--- src/rtl/fpcsr_pkg.sv ---
package fpcsr_pkg;
  localparam int REG_W     = 32;
  localparam int IMPL_W    = 16;
  localparam int NFLAG     = 6;
  localparam int DAZ_BIT   = 6;
  localparam int MASK_LSB  = 7;
  localparam int RC_LSB    = 13;
  localparam int RC_W      = 2;
  localparam int FTZ_BIT   = 15;
  localparam int UF_IDX    = 4;
  localparam int CTRL_W    = IMPL_W - NFLAG;
  localparam logic [REG_W-1:0] RESET_VAL = 32'h0000_1F80;

  // A write is refused when any unimplemented bit is nonzero.
  function automatic logic reserved_hit(input logic [REG_W-1:0] d);
    return |d[REG_W-1:IMPL_W];
  endfunction

  // Flag update: hardware pulses are always ORed in.
  function automatic logic flag_next(input logic cur, input logic load,
                                     input logic wbit, input logic pulse);
    return (load ? wbit : cur) | pulse;
  endfunction
endpackage

--- src/rtl/fpcsr_write_check.sv ---
module fpcsr_write_check
  import fpcsr_pkg::*;
#(
  parameter int W = REG_W
) (
  input  logic         clk,
  input  logic         rst_n,
  input  logic         wr_en,
  input  logic [W-1:0] wr_data,
  output logic         load_ok,
  output logic         wr_fault
);
  logic reject;

  assign reject  = wr_en & reserved_hit(wr_data);
  assign load_ok = wr_en & ~reject;

  always_ff @(posedge clk) begin
    if (!rst_n) wr_fault <= 1'b0;
    else        wr_fault <= reject;
  end


  fault_follows_chk: assert property (@(posedge clk) disable iff (!rst_n)
    reject |=> wr_fault);

  fault_only_after_reject_chk: assert property (@(posedge clk) disable iff (!rst_n)
    !reject |=> !wr_fault);
endmodule

--- src/rtl/fpcsr_flag_bank.sv ---
module fpcsr_flag_bank
  import fpcsr_pkg::*;
#(
  parameter int N = NFLAG
) (
  input  logic         clk,
  input  logic         rst_n,
  input  logic         load_ok,
  input  logic [N-1:0] load_flags,
  input  logic [N-1:0] exc_pulse,
  output logic [N-1:0] flag_q
);
  for (genvar i = 0; i < N; i++) begin : g_flag
    always_ff @(posedge clk) begin
      if (!rst_n) flag_q[i] <= 1'b0;
      else        flag_q[i] <= flag_next(flag_q[i], load_ok, load_flags[i], exc_pulse[i]);
    end


    pulse_sets_chk: assert property (@(posedge clk) disable iff (!rst_n)
      exc_pulse[i] |=> flag_q[i]);

    sticky_chk: assert property (@(posedge clk) disable iff (!rst_n)
      (flag_q[i] && !load_ok) |=> flag_q[i]);
  end
endmodule

--- src/rtl/fpcsr_ctrl_bank.sv ---
module fpcsr_ctrl_bank
  import fpcsr_pkg::*;
#(
  parameter int                W     = CTRL_W,
  parameter logic [W-1:0]      RST_V = RESET_VAL[IMPL_W-1:NFLAG]
) (
  input  logic         clk,
  input  logic         rst_n,
  input  logic         load_ok,
  input  logic [W-1:0] load_val,
  output logic [W-1:0] ctrl_q
);
  always_ff @(posedge clk) begin
    if (!rst_n)       ctrl_q <= RST_V;
    else if (load_ok) ctrl_q <= load_val;
  end


  ctrl_hold_chk: assert property (@(posedge clk) disable iff (!rst_n)
    !load_ok |=> $stable(ctrl_q));
endmodule

--- src/rtl/fpcsr_trap_gen.sv ---
module fpcsr_trap_gen
  import fpcsr_pkg::*;
#(
  parameter int N = NFLAG
) (
  input  logic         clk,
  input  logic         rst_n,
  input  logic [N-1:0] exc_pulse,
  input  logic [N-1:0] mask,
  output logic [N-1:0] trap_req
);
  logic [N-1:0] trap_evt;
  assign trap_evt = exc_pulse & ~mask;

  always_ff @(posedge clk) begin
    if (!rst_n) trap_req <= '0;
    else        trap_req <= trap_evt;
  end

  for (genvar i = 0; i < N; i++) begin : g_chk

    trap_raise_chk: assert property (@(posedge clk) disable iff (!rst_n)
      (exc_pulse[i] && !mask[i]) |=> trap_req[i]);

    trap_masked_chk: assert property (@(posedge clk) disable iff (!rst_n)
      (!exc_pulse[i] || mask[i]) |=> !trap_req[i]);
  end
endmodule

--- src/rtl/fpcsr_top.sv ---
module fpcsr_top
  import fpcsr_pkg::*;
(
  input  logic              clk,
  input  logic              rst_n,
  input  logic              wr_en,
  input  logic [REG_W-1:0]  wr_data,
  input  logic              rd_en,
  output logic [REG_W-1:0]  rd_data,
  input  logic [NFLAG-1:0]  exc_pulse,
  output logic [RC_W-1:0]   round_mode,
  output logic              daz_en,
  output logic              flush_zero_en,
  output logic [NFLAG-1:0]  exc_mask,
  output logic [NFLAG-1:0]  trap_req,
  output logic              wr_fault
);
  logic              load_ok;
  logic [NFLAG-1:0]  flag_q;
  logic [CTRL_W-1:0] ctrl_q;
  logic [IMPL_W-1:0] csr_word;

  fpcsr_write_check #(.W(REG_W)) u_wchk (
    .clk(clk), .rst_n(rst_n), .wr_en(wr_en), .wr_data(wr_data),
    .load_ok(load_ok), .wr_fault(wr_fault)
  );

  fpcsr_flag_bank #(.N(NFLAG)) u_flags (
    .clk(clk), .rst_n(rst_n), .load_ok(load_ok),
    .load_flags(wr_data[NFLAG-1:0]), .exc_pulse(exc_pulse), .flag_q(flag_q)
  );

  fpcsr_ctrl_bank #(.W(CTRL_W)) u_ctrl (
    .clk(clk), .rst_n(rst_n), .load_ok(load_ok),
    .load_val(wr_data[IMPL_W-1:NFLAG]), .ctrl_q(ctrl_q)
  );

  assign csr_word      = {ctrl_q, flag_q};
  assign exc_mask      = csr_word[MASK_LSB +: NFLAG];
  assign round_mode    = csr_word[RC_LSB +: RC_W];
  assign daz_en        = csr_word[DAZ_BIT];
  assign flush_zero_en = csr_word[FTZ_BIT] & exc_mask[UF_IDX];
  assign rd_data       = rd_en ? {{(REG_W-IMPL_W){1'b0}}, csr_word} : '0;

  fpcsr_trap_gen #(.N(NFLAG)) u_trap (
    .clk(clk), .rst_n(rst_n), .exc_pulse(exc_pulse), .mask(exc_mask),
    .trap_req(trap_req)
  );


  merge_chk: assert property (@(posedge clk) disable iff (!rst_n)
    (load_ok && exc_pulse[0]) |=> flag_q[0]);
endmodule

--- config.mk ---
export PLATFORM = sky130hd
export DESIGN_NAME = fpcsr_top
export DESIGN_NICKNAME = d
export VERILOG_FILES = /design/src/rtl/fpcsr_pkg.sv /design/src/rtl/fpcsr_write_check.sv /design/src/rtl/fpcsr_flag_bank.sv /design/src/rtl/fpcsr_ctrl_bank.sv /design/src/rtl/fpcsr_trap_gen.sv /design/src/rtl/fpcsr_top.sv
export SDC_FILE = /design/constraint.sdc
export NUM_CORES = 1
export LEC_CHECK = 0
export BUFFER_PORTS_ARGS = -buffer_cell sky130_fd_sc_hd__buf_2
export CAP_MARGIN = 20
export CORE_ASPECT_RATIO = 0.75
export CORE_MARGIN = 5
export CORE_UTILIZATION = 41
export CTS_CLUSTER_SIZE = 24
export DETAILED_ROUTE_END_ITERATION = 10
export GPL_ROUTABILITY_DRIVEN = 0
export MAX_ROUTING_LAYER = met4
export PLACE_DENSITY_LB_ADDON = 0.08
export SLEW_MARGIN = 30
export SYNTH_ARGS = -nofsm -noshare
export SYNTH_HDL_FRONTEND = slang
export SYNTH_HIERARCHICAL = 1
export SYNTH_SLANG_ARGS = --single-unit
--- constraint.sdc ---
create_clock -name clk -period 3.59 [get_ports clk]
set_input_delay 0.718 -clock clk [delete_from_list [all_inputs] [get_ports clk]]
set_output_delay 0.718 -clock clk [all_outputs]
set_load 0.01 [all_outputs]
==> results of run 1 <==
sequential cells by signal (all words and copies together) (netlist names):
signal	count
u_flags/flag_q	6
u_wchk/wr_fault	1
u_ctrl/ctrl_q	10
u_trap/trap_req	6
cell usage in the layout, fill, tap and decap left out, drive strengths merged, types with 3 or more instances in the layout:
cell	instances
buf	76
dfxtp	23
and2	17
conb	16
mux2i	10
nand2	6
mux2	6
o21a	6
and3b	6
nor2b	4
nor4	4
clkbuf	3
worst max-delay path: cells and delay by family:
| family | cells | cell delay, ns |
|---|---|---|
| simple gates | 4 | 1.09 |
| buf+inv | 2 | 0.36 |
| mux | 1 | 0.19 |
kinds of logic (layout without fill, tap and decap cells):
| family | Yosys count | in the layout |
|---|---|---|
| buffers and inverters | 21 | 81 |
| DFF | 23 | 23 |
| muxes | 16 | 16 |
| AOI/OAI and AO/OA | 6 | 6 |
| and+or+nand+nor | 40 | 40 |
| other | 1 | 16 |
routing by layer:
layer  GRT usage  part of all wire  wire length (µm)
met3      0.0471             0.097               255
met2       0.235              0.49              1290
met1       0.155              0.40              1050
met4      0.0402             0.010                27
met5           -                 0                 0
how the worst max path moves through the flow:
stage / end / startpoint / cells after the start
after global routing: u_ctrl/ctrl_q[5] / wr_data[28] / 7
after detailed placement: u_ctrl/ctrl_q[4] / wr_data[27] / 7
after floorplan: u_flags/flag_q[0] / wr_data[28] / 6
after global placement: u_ctrl/ctrl_q[1] / wr_data[28] / 7
after CTS: u_ctrl/ctrl_q[4] / wr_data[27] / 7
final: u_ctrl/ctrl_q[5] / wr_data[27] / 7
power by group:
group          internal [µW]  leakage [µW]  total, µW  switching [µW]
sequential               260      0.000188        262            2.02
clock                   77.3     0.0000255        157            79.2
combinational           35.4      0.000574       67.0            31.6
total                    373      0.000788        486             113
cell type report:
type / instances / area, µm² / area share
clock buffers: 3 / 41.3 / 0.0274
clock inverters: 1 / 5.00 / 0.00332
inverters: 1 / 3.75 / 0.00249
multi-input cells: 78 / 567 / 0.376
flip-flops and latches: 23 / 460 / 0.305
well taps: 36 / 45.0 / 0.0299
repair buffers: 76 / 385 / 0.256
metrics by stage:
| step | util | cells |
|---|---|---|
| finish | 0.575 | 218 |
| global placement | 0.557 | 214 |
| global route | 0.575 | 218 |
| CTS | 0.575 | 218 |
| floorplan | - | 122 |
| detailed placement | 0.557 | 214 |
==> impl_metrics.toml, run 1 <==
[yosys]
synth_edf_count = 0
synth_top_family_by_area = "simple AND/OR/NAND/NOR gates"
synth_xor_area_frac = 0
synth_commonest_cells = "23 x dfxtp_1, 16 x buf_4, 12 x and2_2"
synth_fa_ha_area_frac = 0
post-synth-top-area-cell = "dfxtp_1"
synthDistinctLibCells = 19
syn_inst = 107
synth-simple-area-share = 0.238
synth_ff_type = "dfxtp_1"
synth_most_common_cell = "dfxtp_1"
synth.top_cells.by_area = "dfxtp_1 41%, buf_4 11%, mux2i_1 8.9%, and2_2 8.0%, mux2_4 8.0%"
syn_area_mm2 = 0.00113
yosysSeqAreaShare = 0.408
synth-compound-area-share = 0.0399
ys_async_sr_fraction = 0
ys.warnings.count = 6
ys_ff_latch = 23
muxShareOfSynthArea = 0.168
syn_avg_cell_area_um2 = 10.6
synth.top_cell.area_share = 0.408

[sta]
finalClockSkew_ns = 0.000416
setup_viol = 0
final-max-slew-violation-count = 0
final_hold_viol_count = 0
slew_headroom = 0.514
hold_ws_ns = 0.522
grt_setup_unrepaired = "no"
clock.fmax_mhz = 447
min_period_ns = 2.24
period_share = 0.623
fin_tns_setup_ns = 0
worst_slack_ns = 1.35
tightest_slew_ns = 0.729

[critical_path]
rrSetupSlack_ns = 2.75
reg2reg_depth = 2
path_max_fanout = 11
cp_slowest_cell = "nor2_2"
crit_chain = "buf_2 -> nor4_1 -> nand4_1 -> nor2_2 -> buf_4 -> mux2i_1 -> nand2_1"
startpoint_type = "input pin"
worstSetupPathType = "input pin to flop"
critPathCaptureType = "flop"
r2r_end = "u_flags/flag_q[4]"
worstReg2RegStart = "u_flags/flag_q[4]"
crit_required_ns = 3.73
max_stage_delay_ns = 0.59
cp.arrival_ns = 2.38

[power]
p_total_uw = 486
leakage_uw = 0.000788
p_per_area_mw_per_mm2 = 322
max-vdd-ir-drop_mv = 0.203

[final_layout]
drive_above_1_share = 0.549
area_growth_pct = 33.4
insertedDiodeCount = 0
fin_nets = 225
n_fill_cell = 237
final_cell_area_mm2 = 0.00151

[placed_design]
io_buffers = 74
hpwl_um = 2040
placed_area_mm2 = 0.00146
place_ws_ns = 1.06

[die]
num_rows = 16
initial_core_util = 0.431
dieArea_mm2 = 0.00392
io_pins = 91
die_y_um = 55.5
coreArea_mm2 = 0.00262
die_x_um = 70.6

[detailed_routing]
dr.pass1.iters = 4
drc = 0
drtIter0Drc = 37
vias_per_cell = 4.30
routedWlPerCell_um = 12.0
wl_um = 2620
antenna_left = 0
via_count = 937

[grt]
grt_pass1_vias = 952
grt_remaining_overflow = 0
track_usage = 0.138
grt_pass1_wl_um = 4330
grt_antenna_before_repair = 0
grt_max_degree = 24

[clocking]
hold_buffers = 0
root_buffer = "clkbuf_8"
numCtsBuffers = 3
cts_sinks = 23
cts_tree = "built"
post_cts_buffers = 0
cts_resized = 0
cts_buffer_depth = 2
clkSlewWorstSetupHoldPaths_ns = 0.08
worstSkewPairLatency_ns = 0.26
htreeDepth = 1

[outcome]
outcome = "finished clean"

[worst_hold_path]
min_path_type = "flop to flop"
hold_path_startpoint = "u_ctrl/ctrl_q[2]"
whs_endpoint = "u_ctrl/ctrl_q[2]"
worstHoldPathCells = 2

[job]
maxCapViolations = 0
No activity file was read; power rests on OpenSTA's default activity.
==> run 2: changes to the inputs <==
Settings changed: CORE_UTILIZATION 41 to 38.
Clock period 3.59 ns to 2.15 ns, I/O delays scaled along.
==> impl_metrics.toml, run 2 (synthesis gave the netlist of run 1 again) <==
[die]
coreArea_mm2 = 0.00289
initial_core_util = 0.391
io_pins = 91
die_x_um = 73.0
num_rows = 17
dieArea_mm2 = 0.00417
die_y_um = 57.2

[critical_path]
rrSetupSlack_ns = 1.30
crit_family = "simple AND/OR/NAND/NOR gates"
max_stage_delay_ns = 0.31
critPathCaptureType = "flop"
worstSetupPathType = "input pin to flop"
reg2reg_depth = 2
startpoint_type = "input pin"
crit_required_ns = 2.31
path_max_fanout = 16
cp.arrival_ns = 1.82
crit_cells = 7
cp_slowest_cell = "mux2_4"
critPathBufInv = 2
crit_chain = "buf_2 -> nor4_1 -> nand4_1 -> nor2_2 -> buf_12 -> mux2_4 -> o21a_1"
worstReg2RegStart = "u_flags/flag_q[4]"
r2r_end = "u_flags/flag_q[4]"

[power]
p_total_uw = 810
leakage_uw = 0.000782
p_per_area_mw_per_mm2 = 535
max-vdd-ir-drop_mv = 0.381

[final_layout]
top_register = "u_ctrl/ctrl_q"
largest_reg_flops = 10
fin_nets = 224
area_growth_pct = 34.0
final_common_cell = "buf_2"
drive_above_1_share = 0.541
n_fill_cell = 281
mostFrequentLayoutCells = "74 x buf_2, 23 x dfxtp_1, 16 x conb_1, 12 x and2_2, 10 x mux2i_1"
stdcell_count = 219
reg_top3 = "u_ctrl/ctrl_q x10, u_flags/flag_q x6, u_trap/trap_req x6"
insertedDiodeCount = 0

[sta]
setup_viol = 0
grt_setup_unrepaired = "no"
period_share = 0.772
finalClockSkew_ns = 0.000267
clock.fmax_mhz = 603
min_period_ns = 1.66
final-max-slew-violation-count = 0
fin_tns_setup_ns = 0
final_hold_viol_count = 0

[detailed_routing]
drtIter0Drc = 9
via_count = 929
dr.pass1.iters = 3
vias_per_cell = 4.24
antenna_left = 0
drc = 0
routedWlPerCell_um = 12.0
wl_um = 2630

[grt]
top_usage_layer = "met2"
use_met2 = 0.216
grt_pass1_vias = 923
grt_antenna_before_repair = 0
grt_pass1_wl_um = 4030
grtUsageMet1 = 0.137
grt_remaining_overflow = 0
use_met3 = 0.0546
grt_max_degree = 24
track_usage = 0.125

[clocking]
htreeDepth = 1
post_cts_buffers = 0
cts_tree = "built"
clkSlewWorstSetupHoldPaths_ns = 0.08
cts_resized = 0
numCtsBuffers = 3
root_buffer = "clkbuf_8"
hold_buffers = 0
cts_sinks = 23
worstSkewPairLatency_ns = 0.26
cts_buffer_depth = 2

[worst_hold_path]
hold_path_startpoint = "wr_data[11]"
worstHoldPathCells = 3
min_path_type = "input pin to flop"
whs_endpoint = "u_ctrl/ctrl_q[5]"

[job]
maxCapViolations = 0

[placed_design]
hpwl_um = 2060
dp_cells = 215
io_buffers = 74

[outcome]
outcome = "finished clean"
run 2: cell type report:
| cell class | count | area [µm²] | area share |
|---|---|---|---|
| clock buffer | 4 | 45.0 | 0.0298 |
| timing repair buffer | 75 | 390 | 0.258 |
| tap | 38 | 47.5 | 0.0314 |
| inverter | 1 | 3.75 | 0.00248 |
| multi-input combinational | 78 | 567 | 0.374 |
| sequential | 23 | 460 | 0.304 |
run 2: power by group:
group | leakage (µW) | internal, µW | switching (µW)
sequential | 0.000188 | 435 | 3.76
combinational | 0.000572 | 59.0 | 52.7
clock | 0.0000228 | 132 | 128
run 2: metal layers:
metal,vias to the layer above,wire length (µm)
met5,-,0
met4,0,12
met3,2,241
met2,41,1320
met1,414,1050
li1,472,-
run 2: metrics by stage:
| stage | utilization | hold slack [ns] | area, µm² | worst slack, ns |
|---|---|---|---|---|
| 2_1_floorplan | - | 0.489 | 1190 | 0.446 |
| 3_3_place_gp | 0.508 | 0.491 | 1470 | 0.244 |
| 3_5_place_dp | 0.508 | 0.506 | 1470 | 0.200 |
| 4_1_cts | 0.523 | 0.381 | 1510 | 0.481 |
| 5_1_grt | 0.523 | 0.389 | 1510 | 0.417 |
| 6_report | 0.523 | 0.385 | 1510 | 0.491 |
run 2: worst max path at each step:
stage	from	endpoint	slack [ns]
2_1_floorplan	wr_data[28]	u_flags/flag_q[0]	0.45
3_3_place_gp	wr_data[28]	u_flags/flag_q[2]	0.24
3_5_place_dp	wr_data[20]	u_flags/flag_q[1]	0.20
4_1_cts	wr_data[20]	u_flags/flag_q[1]	0.48
5_1_grt	wr_data[20]	u_flags/flag_q[5]	0.42
6_report	wr_data[20]	u_flags/flag_q[5]	0.49
run 2: worst reg2reg max path: stages, from the launching register on:
cell and delay (ns):
dfxtp_1 0.32, mux2_4 0.26, o21a_1 0.16
==> run 3: changes to the inputs <==
Clock period 2.15 ns to 1.6 ns, I/O delays scaled along.
==> impl_metrics.toml, run 3 (synthesis gave the netlist of run 1 again) <==
[final_layout]
top_register = "u_ctrl/ctrl_q"
final_util = 0.532
area_growth_pct = 36.1
insertedDiodeCount = 0
final_common_cell = "buf_2"
stdcell_count = 223
mostFrequentLayoutCells = "74 x buf_2, 23 x dfxtp_1, 16 x conb_1, 12 x and2_2, 10 x mux2i_1"
register_area_um2 = 460
n_fill_cell = 283
fin_nets = 228
drive_above_1_share = 0.557
multi_input_area_um2 = 573
largest_reg_flops = 10
reg_top3 = "u_ctrl/ctrl_q x10, u_flags/flag_q x6, u_trap/trap_req x6"

[power]
seq_power_share = 0.544
leakage_uw = 0.000802
p_switching_uw = 243
p_sw_frac = 0.224
power_frac_clock = 0.316
p_per_area_mw_per_mm2 = 705
max-vdd-ir-drop_mv = 0.442
p_total_uw = 1080
combinationalPowerShare = 0.140
p_int_uw = 841

[sta]
min_period_ns = 1.48
setup_viol = 0
clock.fmax_mhz = 678
final-max-slew-violation-count = 0
hold_ws_ns = 0.276
final_hold_viol_count = 0
fin_tns_setup_ns = 0
period_share = 0.922
finalClockSkew_ns = 0.000158
grt_setup_unrepaired = "no"

[grt]
grt_pass1_wl_um = 4010
grt_antenna_before_repair = 0
track_usage = 0.124
grt_pass1_vias = 882
grt_max_degree = 24
grt_remaining_overflow = 0

[placed_design]
io_buffers = 74
hpwl_um = 2210
dp_cells = 219

[critical_path]
cp.arrival_ns = 1.63
worstSetupPathType = "input pin to flop"
startpoint_type = "input pin"
r2r_end = "u_flags/flag_q[5]"
cp-startpoint = "wr_data[28]"
critPathCaptureType = "flop"
worstReg2RegStart = "u_flags/flag_q[5]"
rrSetupSlack_ns = 0.76
crit_required_ns = 1.75
reg2reg_depth = 2
path_max_fanout = 6

[worst_hold_path]
hold_path_startpoint = "wr_data[9]"
min_path_type = "input pin to flop"
whs_endpoint = "u_ctrl/ctrl_q[3]"
worstHoldPathCells = 3

[die]
initial_core_util = 0.391
die_y_um = 57.2
coreArea_mm2 = 0.00289
io_pins = 91
dieArea_mm2 = 0.00417
num_rows = 17
die_x_um = 73.0

[detailed_routing]
antenna_left = 0
drc = 0
vias_per_cell = 4.26
wl_um = 2690
dr.pass1.iters = 4
routedWlPerCell_um = 12.1
drtIter0Drc = 27
via_count = 950

[clocking]
cts_buffer_depth = 2
cts_tree = "built"
root_buffer = "clkbuf_8"
clkSlewWorstSetupHoldPaths_ns = 0.08
post_cts_buffers = 0
htreeDepth = 1
numCtsBuffers = 3
cts_sinks = 23
hold_buffers = 0
cts_resized = 0
worstSkewPairLatency_ns = 0.25

[job]
maxCapViolations = 0

[outcome]
outcome = "finished clean"
-- run 3: changes by cell type in the layout (fill, tap and decap cells not counted), sizes merged --
cell | before | now
buf | 75 | 79
-- run 3: worst max path at each step --
stage                   endpoint  slack (ns)
2_1_floorplan  u_flags/flag_q[0]       0.006
3_3_place_gp   u_flags/flag_q[0]       -0.10
3_5_place_dp   u_flags/flag_q[1]       -0.16
4_1_cts        u_flags/flag_q[1]        0.12
5_1_grt         u_ctrl/ctrl_q[5]      0.0008
6_report       u_flags/flag_q[1]        0.12
-- run 3: metal layers --
metal | share of wire | track usage
met5 | 0 | -
met4 | 0.0045 | 0.0237
met3 | 0.099 | 0.0493
met2 | 0.51 | 0.206
met1 | 0.39 | 0.143
-- run 3: worst max-delay path, stage by stage --
cell,delay [ns]
buf_2,0.09
nor4_1,0.29
nand4_1,0.17
nor2_2,0.12
buf_4,0.17
mux2_4,0.30
o21a_1,0.16
-- run 3: area by class of cell --
cell class	count	area share
clock buffers	4	0.0293
inverters	1	0.00244
multi-input cells	78	0.373
flip-flops and latches	23	0.299
well taps	38	0.0309
repair buffers	79	0.265
-- run 3: power groups by stage --
stage / registers (µW) / logic, µW / clock network, µW
floorplan: 602 / 103 / 0
finish: 589 / 152 / 342
detailed placement: 603 / 151 / 0
global placement: 602 / 149 / 0
global route: 590 / 168 / 375
CTS: 589 / 152 / 361
-- run 3: through the flow --
| stage | area, µm² | setup slack, ns |
|---|---|---|
| floorplan | 1190 | 0.00574 |
| global placement | 1490 | -0.101 |
| detailed placement | 1490 | -0.160 |
| CTS | 1530 | 0.115 |
| global route | 1540 | 0.000826 |
| finish | 1540 | 0.124 |
